File: src/rtl/gpio_bank_pkg.sv
`timescale 1ns/1ps
// Shared constants and types of the key-locked GPIO bank.
// Assumes byte offsets fit in 8 bits; the top widens them to its address width.
package gpio_bank_pkg;
    localparam logic [7:0] OFS_DIN    = 8'h04;
    localparam logic [7:0] OFS_MODE1  = 8'h08;
    localparam logic [7:0] OFS_MODE0  = 8'h0C;
    localparam logic [7:0] OFS_DSET   = 8'h14;
    localparam logic [7:0] OFS_DCLR   = 8'h18;
    localparam logic [7:0] OFS_M1CLR  = 8'h50;
    localparam logic [7:0] OFS_M0SET  = 8'h54;
    localparam logic [7:0] OFS_M0CLR  = 8'h58;
    localparam logic [15:0] UNLOCK_KEY = 16'hD42F;

    typedef enum logic [1:0] {
        PM_INPUT    = 2'b00,
        PM_PUSHPULL = 2'b01,
        PM_SINK     = 2'b10,
        PM_SOURCE   = 2'b11
    } pin_mode_e;
endpackage

File: src/rtl/gpio_key_lock.sv
`timescale 1ns/1ps
// Key register that gates mode writes.
// Holds one state bit: set when the exact key is written, cleared by any
// other written value. Assumes wr_en is a single-cycle strobe.
module gpio_key_lock
    import gpio_bank_pkg::*;
(
    input  logic        clk,
    input  logic        rst_n,
    input  logic        wr_en,
    input  logic [15:0] key,
    output logic        active
);

    // Key state: loaded on every write, inactive after reset.
    always_ff @(posedge clk) begin
        if (!rst_n)
            active <= 1'b0;
        else if (wr_en)
            active <= (key == UNLOCK_KEY);
    end

    // without a write the key state holds
    p_key_hold_r2: assert property (@(posedge clk) disable iff (!rst_n)
        !wr_en |=> $stable(active));

    // after a write the state reflects only whether the key matched
    p_key_match_r2: assert property (@(posedge clk) disable iff (!rst_n)
        wr_en |=> (active == ($past(key) == 16'hD42F)));

endmodule

File: src/rtl/gpio_in_sync.sv
`timescale 1ns/1ps
// Two-flop synchronizer for the pad inputs, one chain per pin.
// Assumes each pad input is a level signal; no glitch filtering.
module gpio_in_sync #(
    parameter int W = 32
) (
    input  logic         clk,
    input  logic         rst_n,
    input  logic [W-1:0] async_in,
    output logic [W-1:0] sync_out
);

    for (genvar g = 0; g < W; g++) begin : g_chain
        logic stage1;
        logic stage2;
        // Two-stage capture of one pad level.
        always_ff @(posedge clk) begin
            if (!rst_n) begin
                stage1 <= 1'b0;
                stage2 <= 1'b0;
            end else begin
                stage1 <= async_in[g];
                stage2 <= stage1;
            end
        end
        assign sync_out[g] = stage2;
    end

    // output equals the input sampled two edges earlier
    p_sync_latency_r8: assert property (@(posedge clk) disable iff (!rst_n)
        ($past(rst_n) && $past(rst_n, 2)) |-> (sync_out == $past(async_in, 2)));

endmodule

File: src/rtl/gpio_pad_drive.sv
`timescale 1ns/1ps
// Per-pin pad driver: maps two mode bits and the data bit to an enable.
// Assumes the pad drives pad_out when pad_oe is high and floats otherwise.
module gpio_pad_drive
    import gpio_bank_pkg::*;
#(
    parameter int W = 32
) (
    input  logic         clk,
    input  logic         rst_n,
    input  logic [W-1:0] mode1,
    input  logic [W-1:0] mode0,
    input  logic [W-1:0] dout,
    output logic [W-1:0] pad_oe,
    output logic [W-1:0] pad_out
);

    for (genvar g = 0; g < W; g++) begin : g_pin
        pin_mode_e mode;
        assign mode = pin_mode_e'({mode1[g], mode0[g]});
        // Enable decode for one pin.
        always_comb begin
            unique case (mode)
                PM_INPUT:    pad_oe[g] = 1'b0;
                PM_PUSHPULL: pad_oe[g] = 1'b1;
                PM_SINK:     pad_oe[g] = ~dout[g];
                PM_SOURCE:   pad_oe[g] = dout[g];
                default:     pad_oe[g] = 1'b0;
            endcase
        end
        assign pad_out[g] = dout[g];
    end

    // an input pin never drives
    p_input_floats_r6: assert property (@(posedge clk) disable iff (!rst_n)
        ((~mode1 & ~mode0 & pad_oe) == '0));

    // a driven pin in a one-sided mode drives only its own level
    p_one_sided_r6: assert property (@(posedge clk) disable iff (!rst_n)
        ((mode1 & pad_oe & (mode0 ^ pad_out)) == '0));

endmodule

File: src/rtl/gpio_lock_bank.sv
`timescale 1ns/1ps
// GPIO bank with key-gated drive modes.
// Holds the mode and data registers, decodes the register bus and reads
// back combinationally. Assumes 1 <= PINS <= 32 and single-cycle writes.
module gpio_lock_bank
    import gpio_bank_pkg::*;
#(
    parameter int PINS   = 32,
    parameter int ADDR_W = 8
) (
    input  logic              clk,
    input  logic              rst_n,
    input  logic              key_sel,
    input  logic [ADDR_W-1:0] bus_addr,
    input  logic              bus_wr,
    input  logic [31:0]       bus_wdata,
    output logic [31:0]       bus_rdata,
    input  logic [PINS-1:0]   pad_in,
    output logic [PINS-1:0]   pad_oe,
    output logic [PINS-1:0]   pad_out
);

    localparam logic [ADDR_W-1:0] A_DIN   = ADDR_W'(OFS_DIN);
    localparam logic [ADDR_W-1:0] A_MODE1 = ADDR_W'(OFS_MODE1);
    localparam logic [ADDR_W-1:0] A_MODE0 = ADDR_W'(OFS_MODE0);
    localparam logic [ADDR_W-1:0] A_DSET  = ADDR_W'(OFS_DSET);
    localparam logic [ADDR_W-1:0] A_DCLR  = ADDR_W'(OFS_DCLR);
    localparam logic [ADDR_W-1:0] A_M1CLR = ADDR_W'(OFS_M1CLR);
    localparam logic [ADDR_W-1:0] A_M0SET = ADDR_W'(OFS_M0SET);
    localparam logic [ADDR_W-1:0] A_M0CLR = ADDR_W'(OFS_M0CLR);

    logic [PINS-1:0] mode0_q;
    logic [PINS-1:0] mode1_q;
    logic [PINS-1:0] dout_q;
    logic [PINS-1:0] din_sync;
    logic [PINS-1:0] wbits;
    logic            key_active;
    logic            bank_wr;
    logic            mode_wr;

    assign wbits   = bus_wdata[PINS-1:0];
    assign bank_wr = bus_wr && !key_sel;
    assign mode_wr = bank_wr && key_active;

    gpio_key_lock i_key (
        .clk    (clk),
        .rst_n  (rst_n),
        .wr_en  (bus_wr && key_sel),
        .key    (bus_wdata[15:0]),
        .active (key_active)
    );

    gpio_in_sync #(.W(PINS)) i_sync (
        .clk      (clk),
        .rst_n    (rst_n),
        .async_in (pad_in),
        .sync_out (din_sync)
    );

    gpio_pad_drive #(.W(PINS)) i_drive (
        .clk     (clk),
        .rst_n   (rst_n),
        .mode1   (mode1_q),
        .mode0   (mode0_q),
        .dout    (dout_q),
        .pad_oe  (pad_oe),
        .pad_out (pad_out)
    );

    // Output data: write-one set and clear, never key-gated.
    always_ff @(posedge clk) begin
        if (!rst_n)
            dout_q <= '0;
        else if (bank_wr) begin
            if (bus_addr == A_DSET)
                dout_q <= dout_q | wbits;
            else if (bus_addr == A_DCLR)
                dout_q <= dout_q & ~wbits;
        end
    end

    // Mode0: direct load, set and clear while the key is active.
    always_ff @(posedge clk) begin
        if (!rst_n)
            mode0_q <= '0;
        else if (mode_wr) begin
            if (bus_addr == A_MODE0)
                mode0_q <= wbits;
            else if (bus_addr == A_M0SET)
                mode0_q <= mode0_q | wbits;
            else if (bus_addr == A_M0CLR)
                mode0_q <= mode0_q & ~wbits;
        end
    end

    // Mode1: direct load and clear while the key is active.
    always_ff @(posedge clk) begin
        if (!rst_n)
            mode1_q <= '0;
        else if (mode_wr) begin
            if (bus_addr == A_MODE1)
                mode1_q <= wbits;
            else if (bus_addr == A_M1CLR)
                mode1_q <= mode1_q & ~wbits;
        end
    end

    // Read mux: key status, readable bank registers, zero elsewhere.
    always_comb begin
        bus_rdata = '0;
        if (key_sel)
            bus_rdata[31] = key_active;
        else if (bus_addr == A_DIN)
            bus_rdata = 32'(din_sync);
        else if (bus_addr == A_MODE1)
            bus_rdata = 32'(mode1_q);
        else if (bus_addr == A_MODE0)
            bus_rdata = 32'(mode0_q);
    end

    // modes hold while the key is inactive
    p_mode_hold_r3: assert property (@(posedge clk) disable iff (!rst_n)
        !key_active |=> ($stable(mode0_q) && $stable(mode1_q)));

    // a key access leaves the bank registers alone
    p_key_access_only_r11: assert property (@(posedge clk) disable iff (!rst_n)
        key_sel |=> ($stable(mode0_q) && $stable(mode1_q) && $stable(dout_q)));

    // every bit written to data-set is high afterwards
    p_data_set_r4: assert property (@(posedge clk) disable iff (!rst_n)
        (bus_wr && !key_sel && bus_addr == A_DSET)
        |=> ((pad_out & $past(wbits)) == $past(wbits)));

    // key read shows only the status bit
    p_key_read_r2: assert property (@(posedge clk) disable iff (!rst_n)
        key_sel |-> (bus_rdata[30:0] == 31'd0));

endmodule

File: config.mk
export PLATFORM = sky130hd
export DESIGN_NAME = gpio_lock_bank
export DESIGN_NICKNAME = d
export VERILOG_FILES = /design/src/rtl/gpio_bank_pkg.sv /design/src/rtl/gpio_key_lock.sv /design/src/rtl/gpio_in_sync.sv /design/src/rtl/gpio_pad_drive.sv /design/src/rtl/gpio_lock_bank.sv
export SDC_FILE = /design/constraint.sdc
export NUM_CORES = 1
export LEC_CHECK = 0
export BUFFER_PORTS_ARGS = -buffer_cell sky130_fd_sc_hd__clkbuf_2
export CORE_UTILIZATION = 50
export CTS_CLUSTER_DIAMETER = 100
export DETAILED_ROUTE_END_ITERATION = 10
export PLACE_DENSITY_LB_ADDON = 0.3
export SLEW_MARGIN = 20
export SYNTH_ARGS = -nofsm -noshare
export SYNTH_HDL_FRONTEND = slang
export SYNTH_HIERARCHICAL = 1
export SYNTH_SLANG_ARGS = --single-unit
File: constraint.sdc
create_clock -name clk -period 2.5 [get_ports clk]
set_input_delay 0.5 -clock clk [delete_from_list [all_inputs] [get_ports clk]]
set_output_delay 0.5 -clock clk [all_outputs]
set_load 0.1 [all_outputs]
==> results of run 1 <==
logic make-up after synthesis:
group / Yosys count
buffers and inverters: 139
AO/OA/AOI/OAI: 232
flip-flops: 161
multiplexers: 14
AND/OR/NAND/NOR: 236
XOR/XNOR: 33
final cells by class:
type	count	area share (%)
multi-input cells	515	41.9
flip-flops and latches	161	30.9
repair buffers	216	18.3
clock buffers	18	4.12
well taps	211	2.53
clock inverters	14	1.48
inverters	20	0.721
critical path, stage by stage:
cell and delay (ns):
buf_6 0.09, or4_4 0.56, buf_6 0.16, nor2_4 0.20, clkbuf_16 0.24, a22oi_1 0.11
nor2_4 0.12, buf_12 0.18
timing repair:
item,in CTS,in global routing
endpoints found under the hold margin,0,0
gates resized for setup,5,17
setup endpoints to repair,32,32
gates cloned,1,3
pin swaps,0,11
buffers inserted,1,1
report_power, final:
group	leakage [nW]	internal (mW)	total, mW	switching (mW)
Sequential	1.31	2.61	2.63	0.0145
Clock	0.283	1.48	2.58	1.09
Combinational	2.90	0.135	0.341	0.205
Total	4.49	4.23	5.55	1.31
synthesized netlist by cell type, drive strengths merged (2+ instances only):
| cell type | instances |
|---|---|
| a211oi | 82 |
| a21o | 50 |
| a21oi | 34 |
| a22o | 14 |
| a22oi | 31 |
| and2 | 65 |
| and3 | 15 |
| and4bb | 3 |
| buf | 93 |
| clkbuf | 26 |
| dfxtp | 161 |
| inv | 19 |
| mux2 | 14 |
| nand2 | 64 |
| nand2b | 34 |
| nand3b | 2 |
| nor2 | 34 |
| nor4 | 4 |
| nor4b | 4 |
| o21ai | 19 |
| xnor2 | 33 |
metal layers:
layer  GRT usage (%)  wire length [microns]
met5               0                      0
met3            5.49                   1220
met2            40.3                  10100
met1            34.6                   9590
met4            6.99                    310
layout by cell type (no fill, tap or decap), types with 20 or more instances in the layout:
master,synthesis,layout
nor2_4,0,33
dfxtp_1,161,161
buf_4,67,28
a21oi_1,34,33
xnor2_2,32,32
nand2_1,64,64
a211oi_1,82,82
clkbuf_2,6,136
a21o_1,50,50
clkbuf_16,0,20
buf_12,0,43
and2_2,64,64
nand2b_4,32,32
worst paths after layout:
path	start	to	cells after the start	slack [ns]
setup reg to reg	i_key/active	mode1_q[18]	5	0.88
setup / recovery	bus_addr[5]	bus_rdata[9]	8	-0.18
hold reg to reg	i_sync/g_chain[16].stage1	i_sync/g_chain[16].stage2	1	0.45
hold / removal	pad_in[23]	i_sync/g_chain[23].stage1	2	0.29
per-stage QoR:
stage	instances	setup WS, ns	instance area (sq um)	hold slack, ns
after detailed placement	1117	-0.233	9610	0.431
after CTS	1151	-0.187	10200	0.272
final	1155	-0.179	10400	0.288
after global placement	1117	-0.180	9610	0.428
after global routing	1155	-0.200	10400	0.276
after floorplan	815	-0.186	8270	0.426
==> metrics, run 1 <==
I/O pins=172; status=finished with violations; DR vias/cell=5.45; Mapped Area=between 8000 and 9000 sq um; arrival time worst endpoint=2.18 ns; initial antenna violation count=0; post-route setup slack=-0.179 ns; worst-path fanout max=12; FMAX=~0.37 GHz; max cap viols=0; RSZ-0062 raised after global routing=yes; largest net degree at the start of global routing=112; headroom to the max-slew limit=roughly three fifths; IO buf count=around 170; core area=around 15,000 sq um; Final Core Density=between 60% and 70%; mux contribution to synthesized area=a little under 2%; share of cells above drive strength 1=a little under half; EDFF count, synth=0; Post-Syn Nets=between 800 and 900; Final Skew=0.0147 ns; Yosys top cell by area=dfxtp_1; Most used DFF post-synth=dfxtp_1; die height=about 130 microns; register area=roughly 3200 sq um; final WL=~21,000 microns; DR pass1 iterations=4; final hold violations=0; post-route ant nets=0; Setup Viol. Count Final=32; vias in the first global route=between 5,000 and 6,000; Syn Inst Count=between 800 and 900; clock slew at reported path FFs=~0.060 ns; final worst path period share=107%; Setup crit start kind=primary input; GRT Overall Usage=around 25%; pins over their slew limit=0; failing checks=setup timing; gr ovfl total=0; WP data required=approximately 2 ns; Synth-to-Final Area Change=29.8%; Pleak=4.49 nW; critical path type=in -> out; Post-Synth Adder-Cell Area=0%; Async SR Flop Fraction=0%; CP Capture Type=primary output; clk sinks=approximately 160; Post-DP HPWL=13,500 microns; WL/cell=roughly 18 microns; global-route wire length before repair=approximately 32,000 microns; Tot Pwr=around 5.5 mW; clk_lat worst skew=0.43 ns; Final Critical Period=around 2.7 ns; Via Count=6,294; Synth warnings=6; register area share after synthesis=between 40% and 50%; H-tree depth=4; Yosys top cell area share=between 40% and 50%; Compound-Gate Fraction of Synth Area=a little over 20%; setup TNS=-4.63 ns; area of the multi-input gates=4360 sq um; FF+latch count, synth=~160; Initial Util=between 50% and 60%; post-synthesis xor/xnor area fraction=under 10%; DRT iter0 DRCs=about 370; Netlist cell types=44; largest family of logic cells by synthesized area=simple AND/OR/NAND/NOR gates; Area contributors post-synth=dfxtp_1, a211oi_1, xnor2_2; die area=16,600 sq um; CTS tree=done; Final #Nets=roughly 1,000; # rows=45; DRC=0; Fillers=about 1,200; # hold bufs at CTS=0; syn_area_per_cell=~9.8 sq um; Max IR drop VDD=a little under 500 uV; Hold Path Class=in -> reg; antenna fix cells=0; global placement routability congestion=0.799; simple-gate area share of the yosys netlist=20.9%; CTS Buffer Depth=2; clk root buf=clkbuf_16; Least-Margin Pin Slew=0.580 ns; Num CTS Buffers=17; pwr/cell area=roughly 530 nW/um^2; die outline width=roughly 130 microns
(Power assumes the default switching activity.)
==> inputs of run 2 (changes only) <==
- clock period: 2.5 -> 2.8 ns (I/O delays scaled with it)
==> run 2 against run 1 <==
The run still ends with setup timing left. Via count shrank 0.95%. Cell area shrank 2.1%. Combinational power shrank 15%. Clock-buffer cell count grew 5. Global-route usage shrank 0.42 points.
==> metrics, run 2 (synthesized netlist as in run 1, its figures left out) <==
arrival time worst endpoint=2.25 ns (+0.07 ns); global-route wire length before repair=31,500 microns (-0.39%); WP data required=2.24 ns (+0.24 ns); Least-Margin Pin Slew=1.03 ns (+0.453 ns); clk root buf=clkbuf_16; core area=15,400 sq um (unchanged); DR vias/cell=5.48 (+0.61%); Via Count=6,234 (-0.95%); I/O pins=172 (unchanged); final hold violations=0 (unchanged); share of cells above drive strength 1=46.9% (-1.1 points); vias in the first global route=6,081 (+7.1%); critical path type=in -> out; IO buf count=171 (unchanged); Initial Util=52.0% (unchanged); final worst path period share=100%; CP Capture Type=primary output; WL/cell=18.2 microns (-0.71%); DR pass1 iterations=5 (+1); initial antenna violation count=0 (unchanged); headroom to the max-slew limit=31.2% (-30 points); pins over their slew limit=0 (unchanged); post-route ant nets=0 (unchanged); Setup crit start kind=primary input; Hold Path Class=in -> reg; post-route setup slack=-0.00877 ns (+0.170 ns); Post-DP HPWL=12,800 microns (-5.4%); gr ovfl total=0 (unchanged); Setup Viol. Count Final=4 (-88%); status=finished with violations; most common cell after layout, fill and taps aside=dfxtp_1; global placement routability congestion=0.750 (-6.1%); antenna fix cells=0 (unchanged); GRT Overall Usage=24.9% (-0.42 points); CTS tree=done; die outline width=129 microns (unchanged); Final #Nets=989 (-1.8%); clk sinks=161 (unchanged); # rows=45 (unchanged); CTS Buffer Depth=2 (unchanged); H-tree depth=4 (unchanged); Final Skew=0.00823 ns (-0.00650 ns); DRC=0 (unchanged); DRT iter0 DRCs=317 (-14%); Tot Pwr=5.06 mW (-8.9%); clk_lat worst skew=0.42 ns (about the same); Num CTS Buffers=17 (unchanged); FMAX=0.356 GHz; die area=16,600 sq um (unchanged); Synth-to-Final Area Change=27.0%; final WL=20,700 microns (-2.3%); largest net degree at the start of global routing=112 (unchanged); most frequent cells in the layout=dfxtp_1, clkbuf_2, a211oi_1; Pleak=4.38 nW (-2.5%); worst-path fanout max=8 (-4); RSZ-0062 raised after global routing=yes; die height=129 microns (unchanged); clock slew at reported path FFs=0.06 ns (about the same); Max IR drop VDD=515 uV (+6.5%); max cap viols=0 (unchanged); setup TNS=-0.0144 ns (+4.61 ns); Final Critical Period=2.81 ns; failing checks=setup timing; pwr/cell area=496 nW/um^2 (-6.9%)
run 2: repair_timing:
action | CTS | global route
setup endpoints to repair | 1 | 32
cloned | 0 | 2
pin swaps | 0 | 11
resized for setup | 1 | 8
setup buffers | 0 | 1
hold buffers | 0 | 0
run 2: cell type report:
type | count | area, sq um
clock buffers | 23 | 488
clock inverters | 9 | 129
fillers | 1237 | 5230
inverters | 20 | 75.1
multi-input cells | 515 | 4350
flip-flops and latches | 161 | 3220
well taps | 211 | 264
repair buffers | 198 | 1670
run 2: power by group:
| group | total [mW] | internal [mW] | leakage, nW | switching (mW) |
|---|---|---|---|---|
| combinational | 0.291 | 0.111 | 2.77 | 0.180 |
| sequential | 2.35 | 2.33 | 1.31 | 0.0132 |
| clock | 2.42 | 1.50 | 0.299 | 0.920 |
run 2: worst paths after layout:
check | startpoint | endpoint | slack (ns) | cells after the start
worst max register to register | i_key/active | flip-flop | 1.09 | 5
worst min-delay path | pad_in[8] | i_sync/g_chain[8].stage1 | 0.36 | 2
worst max-delay path | bus_addr[5] | bus_rdata[19] | -0.009 | 8
worst min register to register | i_sync/g_chain[2].stage1 | i_sync/g_chain[2].stage2 | 0.44 | 1
run 2: per-stage QoR:
stage / instance area [sq um] / instances / hold WS, ns / setup WS, ns / util (%)
final: 10200 / 1137 / 0.356 / -0.00877 / 66.1
after CTS: 10100 / 1134 / 0.344 / 0.00511 / 65.6
after detailed placement: 9490 / 1102 / 0.431 / -0.0100 / 61.5
after global placement: 9490 / 1102 / 0.428 / 0.0205 / 61.5
after global routing: 10200 / 1137 / 0.344 / -0.0679 / 66.1
after floorplan: 8320 / 815 / 0.426 / -0.0233 / -
run 2: critical path, cell delays in order:
cell and delay (ns):
buf_6 0.09, or4_4 0.54, nor4_4 0.23, buf_6 0.17
buf_6 0.19, a22oi_1 0.14, nor2_4 0.12, buf_12 0.18
run 2: per-layer routing:
| metal | vias to the layer above | part of all wire (%) | track usage [%] |
|---|---|---|---|
| met2 | 200 | 50 | 43.7 |
| met3 | 25 | 5.8 | 6.28 |
| li1 | 2972 | - | - |
| met4 | 0 | 2.0 | 8.51 |
| met1 | 3037 | 42 | 29.5 |
| met5 | - | 0 | 0 |
==> inputs of run 3 (changes only) <==
- ABC_AREA: default -> 1
- SKIP_LAST_GASP: default -> 1
- TNS_END_PERCENT: default -> 10
==> run 3 against run 2 <==
The flow now finishes without violations. Die area grew 4.6%. Sequential cell count did not move. Worst hold slack worse by 0.060 ns. Global-route usage increased by 1.7 points. Sequential power about the same. Area after synthesis increased by 4.6%. Synthesized cell count up 57%. Utilization down 5.4 points. Clock-buffer cell count decreased by 5. Critical path depth unchanged. Fmax increased by 12%. Critical path type unchanged. Critical endpoint is now bus_rdata[31]. Largest cell class unchanged. Highest routed layer unchanged.
==> metrics, run 3 <==
antenna fix cells=0 (unchanged); post-route ant nets=0 (unchanged); WP data required=2.24 ns (about the same); Post-synth top cells=nand2_1, inv_1, nand3_1; FF+latch count, synth=161 (unchanged); Setup Viol. Count Final=0 (-4); clock slew at reported path FFs=0.07 ns (about the same); I/O pins=172 (unchanged); DRC=0 (unchanged); global-route wire length before repair=36,900 microns (+17%); vias in the first global route=7,366 (+21%); # hold bufs at CTS=0 (unchanged); Num CTS Buffers=17 (unchanged); arrival time worst endpoint=1.95 ns (-0.30 ns); Synth warnings=6 (unchanged); register area share after synthesis=38.4% (-1.8 points); Netlist cell types=22 (-50%); final WL=22,500 microns (+8.5%); H-tree depth=4 (unchanged); core area=16,500 sq um (+6.7%); CTS tree=done; IO buf count=171 (unchanged); Post-Syn Nets=1,355 (+52%); headroom to the max-slew limit=28.1% (-3.1 points); die height=132 microns (+2.3%); CP Capture Type=primary output; Synth-to-Final Area Change=18.9%; critical path type=in -> out; worst-path fanout max=32 (+24); die area=17,300 sq um (+4.6%); max cap viols=0 (unchanged); Via Count=8,179 (+31%); DR pass1 iterations=5 (unchanged); CTS Buffer Depth=2 (unchanged); Fillers=1,556 (+26%); Mapped Area=8400 sq um (+4.6%); gr ovfl total=0 (unchanged); RSZ-0062 raised after global routing=no; Final Skew=0.00733 ns (-0.000906 ns); FMAX=0.398 GHz (+12%); clk root buf=clkbuf_16; Pleak=4.74 nW (+8.2%); final worst path period share=89.7% (-11 points); Hold Path Class=in -> reg; EDFF count, synth=0 (unchanged); GRT Overall Usage=26.6% (+1.7 points); WL/cell=14.1 microns (-23%); global placement routability congestion=0.848 (+13%); Max IR drop VDD=424 uV (-18%); Async SR Flop Fraction=0% (unchanged); most frequent cells in the layout=nand2_1, inv_1, nand3_1; final hold violations=0 (unchanged); largest net degree at the start of global routing=98 (-13%); Syn Inst Count=1,279 (+57%); Yosys top cell by area=dfxtp_1; Critical-path top delay cell=a31oi_4; pins over their slew limit=0 (unchanged); most frequent cell after synthesis=nand2_1; DR vias/cell=5.13 (-6.4%); Setup Fix Bufs, Post-CTS=0 (unchanged); Initial Util=51.0% (-1.0 points); Final Core Density=60.7% (-5.4 points); Final Critical Period=2.51 ns (-0.297 ns); most common cell after layout, fill and taps aside=nand2_1; Final #Nets=1,437 (+45%); initial antenna violation count=0 (unchanged); syn_area_per_cell=6.57 sq um (-33%); CP peak stage delay=0.23 ns (-0.31 ns); Area contributors post-synth=dfxtp_1, nand2_1, nand3_1; Setup crit start kind=primary input; pwr/cell area=497 nW/um^2 (+0.19%); DRT iter0 DRCs=667 (+110%); # rows=47 (+4.4%); Least-Margin Pin Slew=1.08 ns (+0.0446 ns); Tot Pwr=4.96 mW (-1.8%); clk_lat worst skew=0.43 ns (about the same); clk sinks=161 (unchanged); critical path cell sequence=clkbuf_2 -> nor2_2 -> nand2_1 -> nor2_4 -> buf_12 -> nand2_1 -> a31oi_4 -> buf_12; die outline width=132 microns (+2.3%); Most used DFF post-synth=dfxtp_1; Yosys top cell area share=38.4% (-1.8 points); setup TNS=0 ns (+0.0144 ns); post-CTS sizing=0 (-1); status=finished clean; Post-DP HPWL=14,700 microns (+15%); share of cells above drive strength 1=18.0% (-29 points)
[run 3: cell types whose count changed after synthesis, sizes merged, moves of 17 or more]
cell / delta
a22oi: -31
o21ai: +78
buf: +17
nand3: +225
a21oi: +64
inv: +221
a21o: -50
and2: -65
a211oi: -82
nand2: +243
xnor2: -33
nand2b: -34
[run 3: power by group]
part | switching, mW | leakage [nW] | internal, mW
clock | 1.00 | 0.272 | 1.35
combinational | 0.181 | 3.16 | 0.0873
sequential | 0.0127 | 1.31 | 2.33
total | 1.20 | 4.74 | 3.77
[run 3: critical path, delay by kind of cell]
family | cells | cell delay [ns]
compound gates | 1 | 0.23
simple gates | 4 | 0.64
buf+inv | 3 | 0.51
[run 3: final cells by class]
class / count / area (sq um) / share of cell area [%]
inverter: 241 / 906 / 9.07
clock buffer: 18 / 439 / 4.40
tap: 220 / 275 / 2.76
timing repair buffer: 189 / 1540 / 15.4
clock inverter: 14 / 158 / 1.58
multi-input combinational: 751 / 3450 / 34.6
sequential: 161 / 3220 / 32.3
[run 3: metrics by stage]
stage | hold slack [ns] | area (sq um) | instances | worst slack, ns
3_3_place_gp | 0.394 | 9390 | 1562 | 0.313
6_report | 0.296 | 9990 | 1594 | 0.288
2_1_floorplan | 0.390 | 8410 | 1279 | 0.267
4_1_cts | 0.288 | 9990 | 1594 | 0.283
3_5_place_dp | 0.397 | 9390 | 1562 | 0.287
5_1_grt | 0.298 | 9990 | 1594 | 0.215
[run 3: cells by family after synthesis]
kind of cell | Yosys count | share of synthesized area, %
compound gates | 196 | 11.7
buf+inv | 367 | 20.9
flops | 161 | 38.4
simple gates | 555 | 29.0
[run 3: layer usage]
metal / vias to the layer above / track usage [%] / share of wire, %
met5: - / 0 / 0
met4: 0 / 10.7 / 1.7
met3: 32 / 5.02 / 6.9
met2: 285 / 41.5 / 46
met1: 3771 / 36.1 / 46
li1: 4091 / - / -
[run 3: worst paths after layout]
| kind | startpoint | end | slack, ns | cells past startpoint |
|---|---|---|---|---|
| max | bus_addr[5] | bus_rdata[31] | 0.29 | 8 |
| min | pad_in[24] | i_sync/g_chain[24].stage1 | 0.30 | 3 |
| max reg2reg | i_key/active | mode1_q[1] | 0.99 | 5 |
| min reg2reg | i_sync/g_chain[2].stage1 | i_sync/g_chain[2].stage2 | 0.41 | 2 |
